--- src/rtl/cfg_startup_pkg.sv ---
package cfg_startup_pkg;

    typedef enum logic [2:0] {
        ST_CLEAR,
        ST_WAIT,
        ST_CONFIG,
        ST_RELEASE,
        ST_USER
    } cfg_state_e;

    localparam int NUM_REL = 2;
    localparam int REL_DONE = 0;
    localparam int REL_UIO = 1;

endpackage

--- src/rtl/cfg_clear_timer.sv ---
module cfg_clear_timer #(
    parameter int CYCLES = 16
) (
    input  logic clk,
    input  logic rst,
    input  logic run,
    output logic last
);
    localparam int CW = (CYCLES > 2) ? $clog2(CYCLES) : 1;
    localparam logic [CW-1:0] LAST_VAL = CW'(CYCLES - 1);

    logic [CW-1:0] cnt;

    always_ff @(posedge clk) begin
        if (rst) begin
            cnt <= '0;
        end else if (run && cnt != LAST_VAL) begin
            cnt <= cnt + 1'b1;
        end
    end

    assign last = run && (cnt == LAST_VAL);

    AST_CLR_BOUND: assert property (@(posedge clk) disable iff (rst)
        cnt <= LAST_VAL);
endmodule

--- src/rtl/cfg_init_edge.sv ---
module cfg_init_edge (
    input  logic clk,
    input  logic rst,
    input  logic line_in,
    output logic rise
);
    logic line_q;

    always_ff @(posedge clk) begin
        if (rst) begin
            line_q <= 1'b0;
        end else begin
            line_q <= line_in;
        end
    end

    assign rise = line_in && !line_q;
endmodule

--- src/rtl/cfg_release_timer.sv ---
module cfg_release_timer #(
    parameter int DLY_W = 2
) (
    input  logic             clk,
    input  logic             rst,
    input  logic             start,
    input  logic             active,
    input  logic [DLY_W-1:0] dly,
    output logic             rel
);
    localparam logic [DLY_W-1:0] CNT_MAX = '1;

    logic [DLY_W-1:0] cnt;
    logic [DLY_W-1:0] dly_q;

    always_ff @(posedge clk) begin
        if (rst) begin
            cnt   <= '0;
            dly_q <= '0;
        end else if (start) begin
            cnt   <= '0;
            dly_q <= dly;
        end else if (active && cnt != CNT_MAX) begin
            cnt <= cnt + 1'b1;
        end
    end

    assign rel = active && (cnt >= dly_q);

    AST_REL_STICKY: assert property (@(posedge clk) disable iff (rst)
        (rel && !start) |=> rel);
    AST_DLY_HELD: assert property (@(posedge clk) disable iff (rst)
        (active && !start) |=> $stable(dly_q));
endmodule

--- src/rtl/cfg_startup_seq.sv ---
module cfg_startup_seq
    import cfg_startup_pkg::*;
#(
    parameter int CLEAR_CYCLES = 16,
    parameter int MODE_W = 4,
    parameter int DLY_W = 2
) (
    input  logic              clk,
    input  logic              rst,
    input  logic              init_in,
    output logic              init_oe_o,
    input  logic [MODE_W-1:0] mode_sel,
    output logic [MODE_W-1:0] mode_q_o,
    output logic              data_accept_o,
    input  logic              cfg_done_in,
    input  logic [DLY_W-1:0]  done_dly,
    input  logic [DLY_W-1:0]  uio_dly,
    input  logic              scan_sel,
    output logic              scan_en_o,
    output logic              hdc_o,
    output logic              ldc_o,
    output logic              done_o,
    output logic              uio_en_o
);
    cfg_state_e state, state_nx;
    logic clr_last;
    logic init_rise;
    logic complete;
    logic post;
    logic [MODE_W-1:0] mode_q;
    logic [NUM_REL-1:0] rel;
    logic [DLY_W-1:0] dly_sel [NUM_REL];

    cfg_clear_timer #(.CYCLES(CLEAR_CYCLES)) clr_i (
        .clk  (clk),
        .rst  (rst),
        .run  (state == ST_CLEAR),
        .last (clr_last)
    );

    cfg_init_edge edge_i (
        .clk     (clk),
        .rst     (rst),
        .line_in (init_in),
        .rise    (init_rise)
    );

    assign complete = (state == ST_CONFIG) && cfg_done_in;
    assign post = (state == ST_RELEASE) || (state == ST_USER);
    assign dly_sel[REL_DONE] = done_dly;
    assign dly_sel[REL_UIO] = uio_dly;

    for (genvar g = 0; g < NUM_REL; g++) begin : g_rel
        cfg_release_timer #(.DLY_W(DLY_W)) tmr_i (
            .clk    (clk),
            .rst    (rst),
            .start  (complete),
            .active (post),
            .dly    (dly_sel[g]),
            .rel    (rel[g])
        );
    end

    // state register
    always_ff @(posedge clk) begin
        if (rst) begin
            state  <= ST_CLEAR;
            mode_q <= '0;
        end else begin
            state <= state_nx;
            if (state == ST_WAIT && init_rise) begin
                mode_q <= mode_sel;
            end
        end
    end

    always_comb begin
        state_nx = state;
        unique case (state)
            ST_CLEAR:   if (clr_last) state_nx = ST_WAIT;
            ST_WAIT:    if (init_rise) state_nx = ST_CONFIG;
            ST_CONFIG:  if (cfg_done_in) state_nx = ST_RELEASE;
            ST_RELEASE: if (&rel) state_nx = ST_USER;
            ST_USER:    state_nx = ST_USER;
            default:    state_nx = ST_CLEAR;
        endcase
    end

    // outputs
    always_comb begin
        init_oe_o     = 1'b0;
        data_accept_o = 1'b0;
        scan_en_o     = 1'b1;
        done_o        = 1'b0;
        uio_en_o      = 1'b0;
        unique case (state)
            ST_CLEAR:   init_oe_o = 1'b1;
            ST_WAIT:    init_oe_o = 1'b0;
            ST_CONFIG:  data_accept_o = 1'b1;
            ST_RELEASE: begin
                scan_en_o = scan_sel;
                done_o    = rel[REL_DONE];
                uio_en_o  = rel[REL_UIO];
            end
            ST_USER: begin
                scan_en_o = scan_sel;
                done_o    = 1'b1;
                uio_en_o  = 1'b1;
            end
            default: init_oe_o = 1'b1;
        endcase
        hdc_o    = !uio_en_o;
        ldc_o    = uio_en_o;
        mode_q_o = mode_q;
    end

    AST_CLEAR_NO_ACCEPT: assert property (@(posedge clk) disable iff (rst)
        init_oe_o |-> !data_accept_o);
    AST_HOLD_STALLS: assert property (@(posedge clk) disable iff (rst)
        (!init_in && !init_oe_o && !data_accept_o && !done_o && !uio_en_o) |=> !data_accept_o);
    AST_MODE_STABLE: assert property (@(posedge clk) disable iff (rst)
        data_accept_o |=> $stable(mode_q_o));
    AST_FLAGS_OPPOSE: assert property (@(posedge clk) disable iff (rst)
        hdc_o != ldc_o);
    AST_DONE_STICKY: assert property (@(posedge clk) disable iff (rst)
        done_o |=> done_o);
    AST_UIO_STICKY: assert property (@(posedge clk) disable iff (rst)
        uio_en_o |=> (uio_en_o && ldc_o));
    AST_SCAN_INHIBIT: assert property (@(posedge clk) disable iff (rst)
        (done_o && !scan_sel) |-> !scan_en_o);
endmodule

--- config.mk ---
export PLATFORM = sky130hd
export DESIGN_NAME = cfg_startup_seq
export DESIGN_NICKNAME = d
export VERILOG_FILES = /design/src/rtl/cfg_startup_pkg.sv /design/src/rtl/cfg_clear_timer.sv /design/src/rtl/cfg_init_edge.sv /design/src/rtl/cfg_release_timer.sv /design/src/rtl/cfg_startup_seq.sv
export SDC_FILE = /design/constraint.sdc
export NUM_CORES = 1
export LEC_CHECK = 0
export BUFFER_PORTS_ARGS = -buffer_cell sky130_fd_sc_hd__buf_2
export CORE_MARGIN = 5
export CORE_UTILIZATION = 45
export CTS_BUF_LIST = sky130_fd_sc_hd__clkbuf_4
export CTS_CLUSTER_SIZE = 14
export DETAILED_ROUTE_END_ITERATION = 16
export HOLD_SLACK_MARGIN = 0.05
export PLACE_DENSITY = 0.75
export SYNTH_ARGS = -nofsm -noshare
export SYNTH_HDL_FRONTEND = slang
export SYNTH_HIERARCHICAL = 1
export SYNTH_SLANG_ARGS = --single-unit
--- constraint.sdc ---
create_clock -name clk -period 2.03 [get_ports clk]
set_input_delay 0.406 -clock clk [delete_from_list [all_inputs] [get_ports clk]]
set_output_delay 0.406 -clock clk [all_outputs]
set_load 0.02 [all_outputs]
# ---- Yosys cells after proc, flatten, opt, wreduce, memory -nomap -nowiden
# Index checks and enable logic that the tools add are counted.
dict set report totals {
  reg_bits 20
  wordCells 53
  out_inout_bits 11
}
dict set report op_classes {
  n_eq_ne 12
  reduce_logical 18
  addsub 3
  muxes 10
  magnitude_cmp 2
}
# op count
set op_table {}
lappend op_table {{3-bit case mux with 5 select lines} 1}
lappend op_table {{3-bit 2-to-1 mux} 4}
lappend op_table {{2-bit != test, second input constant} 5}
lappend op_table {{1-bit logical AND} 9}
lappend op_table {{3-bit by 2-bit == test with 1-bit output, second input constant} 2}
lappend op_table {{2-bit by 1-bit adder with 2-bit output, second input constant} 2}
lappend op_table {{4-bit by 1-bit adder with 4-bit output, second input constant} 1}
lappend op_table {{4-bit == test, second input constant} 1}
lappend op_table {{2-bit >= comparator} 2}
lappend op_table {{4-bit != test, second input constant} 1}
lappend op_table {{1-bit case mux with 2 select lines} 2}
lappend op_table {{4-bit AND reduction} 1}
lappend op_table {{2-bit OR reduction} 2}
lappend op_table {{4-bit OR reduction} 1}
lappend op_table {{3-bit by 1-bit == test with 1-bit output, second input constant} 1}
lappend op_table {{3-bit == test, second input constant} 1}
lappend op_table {{3-bit logical NOT} 1}
lappend op_table {{1-bit 2-to-1 mux} 3}
lappend op_table {{1-bit logical NOT} 2}
lappend op_table {{2-bit by 1-bit != test with 1-bit output, second input constant} 1}
lappend op_table {{2-bit AND reduction} 1}
lappend op_table {{1-bit logical OR} 1}

# ---- Logic depth before layout (Yosys ltp)
# Gate-level depths: netlist of the first run.
dict set report depth {
  depth_word 6
  mapped_depth 8
}

# ---- By module
# The synthesis of the first run kept the hierarchy.
# mod cells_each instances seq_area_each_um2 area_per_inst_um2
set by_module_without_submodules {}
lappend by_module_without_submodules {cfg_release_timer 21 2 80.1 222.7}
lappend by_module_without_submodules {cfg_startup_seq 43 1 140.1 381.6}
lappend by_module_without_submodules {cfg_clear_timer 22 1 80.1 210.2}
lappend by_module_without_submodules {cfg_init_edge 3 1 20.0 47.5}

# ---- Least setup slack after synthesis of the first run
# OpenSTA, ideal clock, no wires.
dict set report synth_timing {
  kind {flip-flop to output port}
  start {reg state[2]}
  end {out uio_en_o}
  slack_ns -0.233
  t_arrival_ns 1.857
  stages_incl_launch_ff 7
  required_ns 1.624
  path_buffers 1
  cell_sequence {dfxtp_1 -> and3b_1 -> or2_1 -> nor2b_1 -> a21oi_1 -> inv_1 -> buf_4}
}
dict set report synth_between {
  elab_chain_cells 4
  elab_cells_between_ends 5
}
# element line
set synth_lines {}
lappend synth_lines {{start: declaration} cfg_startup_seq.sv:25} ;# cfg_state_e state, state_nx;
lappend synth_lines {{start signal: assignment} cfg_startup_seq.sv:70} ;# state <= state_nx;
lappend synth_lines {{3-bit by 2-bit == test with 1-bit output / 3-bit == test (equally long branches)} cfg_startup_seq.sv:49} ;# assign post = (state == ST_RELEASE) || (state == ST_USER);
lappend synth_lines {{1-bit logical OR (*)} cfg_startup_seq.sv:49}
lappend synth_lines {{via post} cfg_startup_seq.sv:29} ;# logic post;
lappend synth_lines {{1-bit logical AND (*)} cfg_release_timer.sv:28} ;# assign rel = active && (cnt >= dly_q);
lappend synth_lines {{via rel[1]} cfg_startup_seq.sv:31} ;# logic [NUM_REL-1:0] rel;
lappend synth_lines {{1-bit case mux with 2 select lines (*)} cfg_startup_seq.sv:96} ;# unique case (state)
lappend synth_lines {{end: declaration} cfg_startup_seq.sv:23} ;# output logic uio_en_o
# Mark *: on every way through the listed nets, which the timed path passes. The rest lies on a longest branch.

# ---- Worst setup path after layout of the first run
dict set report layout_timing {
  start {reg state[0]}
  end {out uio_en_o}
}
# The elaborated chain is that of the path after synthesis.

==> out/qor.log, run 1 <==
[grt] antenna violations before repair 0
[timing] setup repair after global routing missed its margin true
[logic_synthesis] share of synthesized flip-flops with an asynchronous set or reset 0
[critical_path] cells traversed along the worst timing path and3b_2 > or2_4 > nor2b_4 > a21oi_4 > inv_2 > buf_6
[job] Maximum Capacitance Violations 0
[timing] final critical path time including I/O delays and setup 2.02 ns
[route] drt first-iter violations 30
[power_and_ir_drop] Power Dens Cells 507 nW/um^2
[logic_synthesis] top-count cell post-synth sky130_fd_sc_hd__dfxtp_1
[floorplan] Std-Cell Rows 17
[logic_synthesis] Netlist Area Pre-Place 1080 um^2
[grt] pin count of the biggest net entering global routing 23
[timing] Slew @ Worst Pin 0.534 ns
[clock_network] maximum buffer depth of the clock tree 2
[floorplan] IO Count 24
[placement] placed wire-length estimate 1.56 mm
[power_and_ir_drop] reported leakage power 0.651 nW
[power_and_ir_drop] Peak supply drop 0.334 mV
[logic_synthesis] most frequent cells after synthesis 20 x sky130_fd_sc_hd__dfxtp_1, 13 x sky130_fd_sc_hd__nor2_1, 11 x sky130_fd_sc_hd__mux2i_1
[logic_synthesis] cell count after synthesis 110
[grt] global-route wire length before repair 3.82 mm
[critical_path] Data required, critical path 1.62 ns
[logic_synthesis] synthesis-stage register bit count 20
[clock_network] CTS tree yes
[critical_path] CP arrival 1.61 ns
[logic_synthesis] number of different library cells in the post-synthesis netlist 32
[floorplan] Die Area 3490 um^2
[clock_network] clock network latency to the later pin of the worst-skew pair 0.30 ns
[route] Wirelength per Cell 13.4 um
[logic_synthesis] synthesis warning total 6
[logic_synthesis] post-synth top area cell sky130_fd_sc_hd__dfxtp_1
[route] total routed wirelength 2.36 mm
[timing] worst path setup slack after routing 0.0136 ns
[timing] clock skew after layout 0.00149 ns
[critical_path] critical path class flop to output port
[grt] total global-route track usage 0.143
[critical_path] endpoint type of the worst setup path output port
[clock_network] Reg clk slew, reported paths 0.11 ns
[timing] peak clock frequency supported by timing 496 MHz
[grt] remaining global-route overflow 0
[status] result of the run finished clean
[placement] gp weighted congestion 0.753
[timing] final setup violating endpoints 0
[route] vias per cell 5.04
[placement] total instance count after detailed placement 159
[critical_path] Buffers & Inverters on Critical Path 2
[floorplan] Core Area 2250 um^2
[floorplan] Horiz. Die Dim 59.1 um
[timing] final hold violations 0
[route] remaining antenna violation count 0
[floorplan] Chip Height 59.1 um
[logic_synthesis] most frequently used flop master after synthesis sky130_fd_sc_hd__dfxtp_1
[finish] ratio of cells with drive above 1 in the final layout 0.514
[critical_path] critical-path cell with the highest stage delay sky130_fd_sc_hd__dfxtp_4
[timing] worst slew margin relative to its limit 0.641
[route] DR vias 887
[finish] layout overhead on the synthesized area 38.6%
[finish] n_diodes 0
[clock_network] clock tree root buffer cell sky130_fd_sc_hd__clkbuf_4
[logic_synthesis] EDFF count, synth 0
[clock_network] clock buffers created by TritonCTS 3
[clock_network] count of hold buffers inserted by post-cts repair 0
[floorplan] Starting Density 0.481
[placement] number of buffers added on ports 23
[logic_synthesis] Syn Area/Cell 9.86 um^2
[timing] share of the clock period used by the worst path after layout 0.993
[clock_network] clock tree sinks 20
[placement] setup slack after placement 0.113 ns
[logic_synthesis] sequential share of the synthesized area 0.369
[critical_path] cell family with most CP delay simple AND/OR/NAND/NOR gates
[finish] final standard cell count with taps included and fillers excluded 176
[route] DRC Markers 0
[critical_path] longest individual stage delay on the worst path 0.38 ns
[timing] setup total negative slack 0 ns
[critical_path] largest fanout on the critical path 4
[logic_synthesis] top cells by area in the synthesized netlist sky130_fd_sc_hd__dfxtp_1 37%, sky130_fd_sc_hd__mux2i_1 10%, sky130_fd_sc_hd__ha_1 8.1%
[worst_hold_path] worst hold-check path type input port to flop
[logic_synthesis] fraction of synthesized cell area taken by the top area cell type 0.369
[timing] count of final max-slew check failures 0
[finish] nets 169
[critical_path] kind of start point of the critical path flop
[route] detailed-routing iteration count for the pre-antenna-repair pass 4
[logic_synthesis] nets in the synthesized netlist 130
[clock_network] H-tree depth reported by CTS 1
[grt] vias in the first global route 894
[layer usage]
layer  part of all wire  track usage  vias to the layer above
met4             0.0098       0.0680                        0
li1                   -            -                      453
met5                  0            0                        -
met1               0.44        0.170                      415
met2               0.51        0.244                       15
met3              0.037       0.0261                        4
[what timing repair did]
| action | in CTS | in global routing |
|---|---|---|
| endpoints found under the setup margin | 4 | 4 |
| setup buffers | 11 | 2 |
| resized for setup | 21 | 11 |
| pin swaps | 5 | 5 |
[area by class of cell]
cell class                 instances  area [um^2]
clock buffer                       3         22.5
clock inverter                     1         30.0
fill                             171          751
inverter                           7         26.3
multi-input combinational         79          723
sequential                        20          418
tap                               28         35.0
timing repair buffer              38          249
[metrics by stage]
step	power (W)	hold WS, ns	util	instance area [um^2]
floorplan	0.000430	0.460	-	1110
global placement	0.000450	0.470	0.549	1240
detailed placement	0.000452	0.482	0.549	1240
CTS	0.000771	0.321	0.643	1450
global route	0.000792	0.316	0.667	1500
finish	0.000763	0.329	0.667	1500
[cell usage in the layout, fill, tap and decap left out, types with 2 or more instances in the layout]
master / count
sky130_fd_sc_hd__dfxtp_1: 12
sky130_fd_sc_hd__nand2b_1: 3
sky130_fd_sc_hd__nor2b_1: 3
sky130_fd_sc_hd__mux2i_1: 11
sky130_fd_sc_hd__buf_6: 3
sky130_fd_sc_hd__a21oi_1: 2
sky130_fd_sc_hd__nor3_2: 4
sky130_fd_sc_hd__dfxtp_4: 3
sky130_fd_sc_hd__nor2_1: 13
sky130_fd_sc_hd__nor3_1: 3
sky130_fd_sc_hd__ha_1: 5
sky130_fd_sc_hd__inv_2: 4
sky130_fd_sc_hd__dfxtp_2: 5
sky130_fd_sc_hd__nor2b_4: 6
sky130_fd_sc_hd__ha_4: 2
sky130_fd_sc_hd__nand3_1: 2
sky130_fd_sc_hd__inv_1: 3
sky130_fd_sc_hd__a21oi_4: 2
sky130_fd_sc_hd__clkbuf_4: 3
sky130_fd_sc_hd__nand2b_4: 2
sky130_fd_sc_hd__buf_4: 16
sky130_fd_sc_hd__a211oi_1: 3
sky130_fd_sc_hd__buf_2: 19
sky130_fd_sc_hd__xnor2_1: 2
[worst paths after layout]
path / end / cells after the start / slack, ns / from
hold / removal: edge_i/line_q / 2 / 0.33 / init_in
setup / recovery: uio_en_o / 6 / 0.01 / state[0]
hold reg to reg: g_rel[1].tmr_i/dly_q[1] / 2 / 0.50 / g_rel[1].tmr_i/dly_q[1]
setup reg to reg: g_rel[1].tmr_i/dly_q[0] / 6 / 0.29 / state[1]
[power breakdown]
part	total, W	switching, W	leakage, nW	internal (W)
logic	0.0000378	0.0000177	0.456	0.0000201
registers	0.000401	0.00000635	0.167	0.000394
clock network	0.000324	0.000124	0.0279	0.000200
[state kept, by name (all words and copies together), names as in the netlist]
signal	flops
g_rel.tmr_i/cnt	4
state	3
mode_q_o	4
clr_i/cnt	4
g_rel.tmr_i/dly_q	4
edge_i/line_q	1
[cells by family (layout without fill, tap and decap cells)]
| kind of cell | count (synthesis) | count (layout) | share of synthesized area |
|---|---|---|---|
| flip-flops | 20 | 20 | 0.369 |
| AND/OR/NAND/NOR | 45 | 45 | 0.272 |
| AO/OA/AOI/OAI | 12 | 12 | 0.0854 |
| adder cells (fa/ha/maj) | 7 | 7 | 0.0807 |
| multiplexers | 12 | 12 | 0.115 |
| buffers and inverters | 11 | 49 | 0.0530 |
| XOR/XNOR | 3 | 3 | 0.0242 |
Note: power is estimated with default switching activity, not from simulation.
==> inputs of run 2 (changes only) <==
BUFFER_PORTS_ARGS = unset   (was -buffer_cell sky130_fd_sc_hd__buf_2)
DONT_BUFFER_PORTS = 1   (was unset)
PLACE_DENSITY = 0.67   (was 0.75)
==> run 2 against run 1 <==
Compared with the run above: routed wire length shrank 6.2%; non-clock buffer count shrank 23; sequential power is essentially flat; critical path depth shrank 1; cell count shrank 13%; hold slack lost 0.18 ns; worst setup slack gained 0.011 ns; total power shrank 2.0%; via count shrank 9.4%; flip-flop and latch count is the same; clock-buffer cell count is the same; largest cell class unchanged.
==> out/qor.log, run 2 (synthesis results as in run 1) <==
[finish] core occupancy in the finished layout 0.610
[timing] worst slew margin relative to its limit 0.657
[finish] nets 146
[critical_path] kind of start point of the critical path flop
[route] Met2 Routed Length 1.14 mm
[status] result of the run finished clean
[critical_path] slack of the worst reg-to-reg path 0.20 ns
[clock_network] clock buffers created by TritonCTS 3
[placement] number of buffers added on ports 0
[clock_network] clock tree root buffer cell sky130_fd_sc_hd__clkbuf_4
[finish] n_diodes 0
[finish] final-layout fill cell count 207
[finish] ratio of cells with drive above 1 in the final layout 0.408
[route] highest metal used met4
[route] Wirelength per Cell 14.4 um
[grt] pin count of the biggest net entering global routing 23
[grt] antenna violations before repair 0
[job] Maximum Capacitance Violations 0
[route] detailed-routing iteration count for the pre-antenna-repair pass 4
[grt] vias in the first global route 905
[timing] setup repair after global routing missed its margin true
[critical_path] cells traversed along the worst timing path and3b_2 > or2_4 > nor2b_4 > a21oi_4 > buf_6
[placement] gp weighted congestion 0.837
[clock_network] CTS tree yes
[route] routed length on met1 944 um
[finish] commonest cells after routing, fill and taps aside 14 x sky130_fd_sc_hd__dfxtp_1, 14 x sky130_fd_sc_hd__buf_4, 13 x sky130_fd_sc_hd__nor2_1, 11 x sky130_fd_sc_hd__mux2i_1
[timing] final critical path time including I/O delays and setup 2.01 ns
[clock_network] Reg clk slew, reported paths 0.12 ns
[grt] remaining global-route overflow 0
[timing] Hold WS 0.150 ns
[timing] peak clock frequency supported by timing 499 MHz
[clock_network] H-tree depth reported by CTS 1
[timing] clock skew after layout 0.00323 ns
[floorplan] Std-Cell Rows 17
[timing] Slew @ Worst Pin 0.510 ns
[timing] final hold violations 0
[worst_hold_path] worst hold-check path type input port to flop
[floorplan] Die Area 3490 um^2
[critical_path] largest fanout on the critical path 5
[timing] count of final max-slew check failures 0
[route] remaining antenna violation count 0
[route] DR vias 804
[critical_path] critical-path cell with the highest stage delay sky130_fd_sc_hd__dfxtp_4
[critical_path] critical path class flop to output port
[critical_path] longest individual stage delay on the worst path 0.36 ns
[floorplan] Starting Density 0.481
[power_and_ir_drop] Power Dens Cells 543 nW/um^2
[power_and_ir_drop] overall power 0.000747 W
[timing] share of the clock period used by the worst path after layout 0.988
[floorplan] Chip Height 59.1 um
[critical_path] Data required, critical path 1.62 ns
[route] met3 routed WL 106 um
[route] vias per cell 5.25
[placement] placed wire-length estimate 1.47 mm
[clock_network] clock tree sinks 20
[floorplan] Horiz. Die Dim 59.1 um
[route] total routed wirelength 2.21 mm
[power_and_ir_drop] Peak supply drop 0.366 mV
[timing] final setup violating endpoints 0
[floorplan] IO Count 24
[power_and_ir_drop] reported leakage power 0.548 nW
[clock_network] clock network latency to the later pin of the worst-skew pair 0.30 ns
[clock_network] count of hold buffers inserted by post-cts repair 0
[critical_path] endpoint type of the worst setup path output port
[clock_network] maximum buffer depth of the clock tree 2
[grt] global-route wire length before repair 3.86 mm
[route] DRC Markers 0
[floorplan] Core Area 2250 um^2
[critical_path] CP arrival 1.60 ns
[finish] layout overhead on the synthesized area 26.8%
[route] drt first-iter violations 33
[grt] total global-route track usage 0.144
==> run 2: changes by cell type in the layout (fill, tap and decap cells not counted), moves of 2 or more <==
cell | before | now
sky130_fd_sc_hd__dfxtp_1 | 12 | 14
sky130_fd_sc_hd__buf_4 | 16 | 14
sky130_fd_sc_hd__inv_2 | 4 | 2
sky130_fd_sc_hd__dfxtp_2 | 5 | 3
sky130_fd_sc_hd__buf_2 | 19 | 0
sky130_fd_sc_hd__buf_6 | 3 | 1
==> run 2: report_power, final <==
part	switching (W)	total (W)	internal (W)
clock network	0.000128	0.000327	0.000199
logic	0.00000682	0.0000193	0.0000124
registers	0.00000630	0.000401	0.000395
==> run 2: path summary, 6_finish.rpt <==
check	end	from	cells after the start
setup / recovery	hdc_o	state[0]	5
hold / removal	edge_i/line_q	rst	1
setup reg to reg	state[0]	state[0]	7
hold reg to reg	clr_i/cnt[1]	clr_i/cnt[1]	2
==> run 2: layout make-up <==
type	count	area, um^2	share of cell area
clock buffers	3	22.5	0.0164
clock inverters	1	30.0	0.0218
inverters	7	28.8	0.0209
multi-input cells	79	727	0.529
flip-flops and latches	20	415	0.302
well taps	28	35.0	0.0255
repair buffers	15	116	0.0846
==> run 2: per-layer routing <==
| layer | vias up | track usage |
|---|---|---|
| li1 | 406 | - |
| met1 | 381 | 0.159 |
| met2 | 15 | 0.254 |
| met3 | 2 | 0.0392 |
| met4 | 0 | 0.0647 |
| met5 | - | 0 |
==> run 2: critical path, delay by kind of cell, from the launching register on <==
family          cells  cell delay [ns]
simple gates        3             0.63
flops               1             0.36
buf+inv             1             0.14
compound gates      1             0.17
==> run 2: timing repair <==
item / 4_1_cts / 5_1_grt
setup endpoints to repair: 4 / 5
pin swaps: 5 / 4
setup buffers: 8 / 2
gates resized for setup: 19 / 6
==> run 2: metrics by stage <==
| stage | instance area (um^2) | std cells | TNS [ns] | setup WS [ns] |
|---|---|---|---|---|
| global placement | 1150 | 139 | 0 | 0.176 |
| finish | 1380 | 153 | 0 | 0.0246 |
| floorplan | 1110 | 110 | 0 | 0.0353 |
| detailed placement | 1150 | 139 | 0 | 0.0936 |
| CTS | 1320 | 151 | 0 | 0.00584 |
| global route | 1380 | 153 | -0.0625 | -0.0396 |
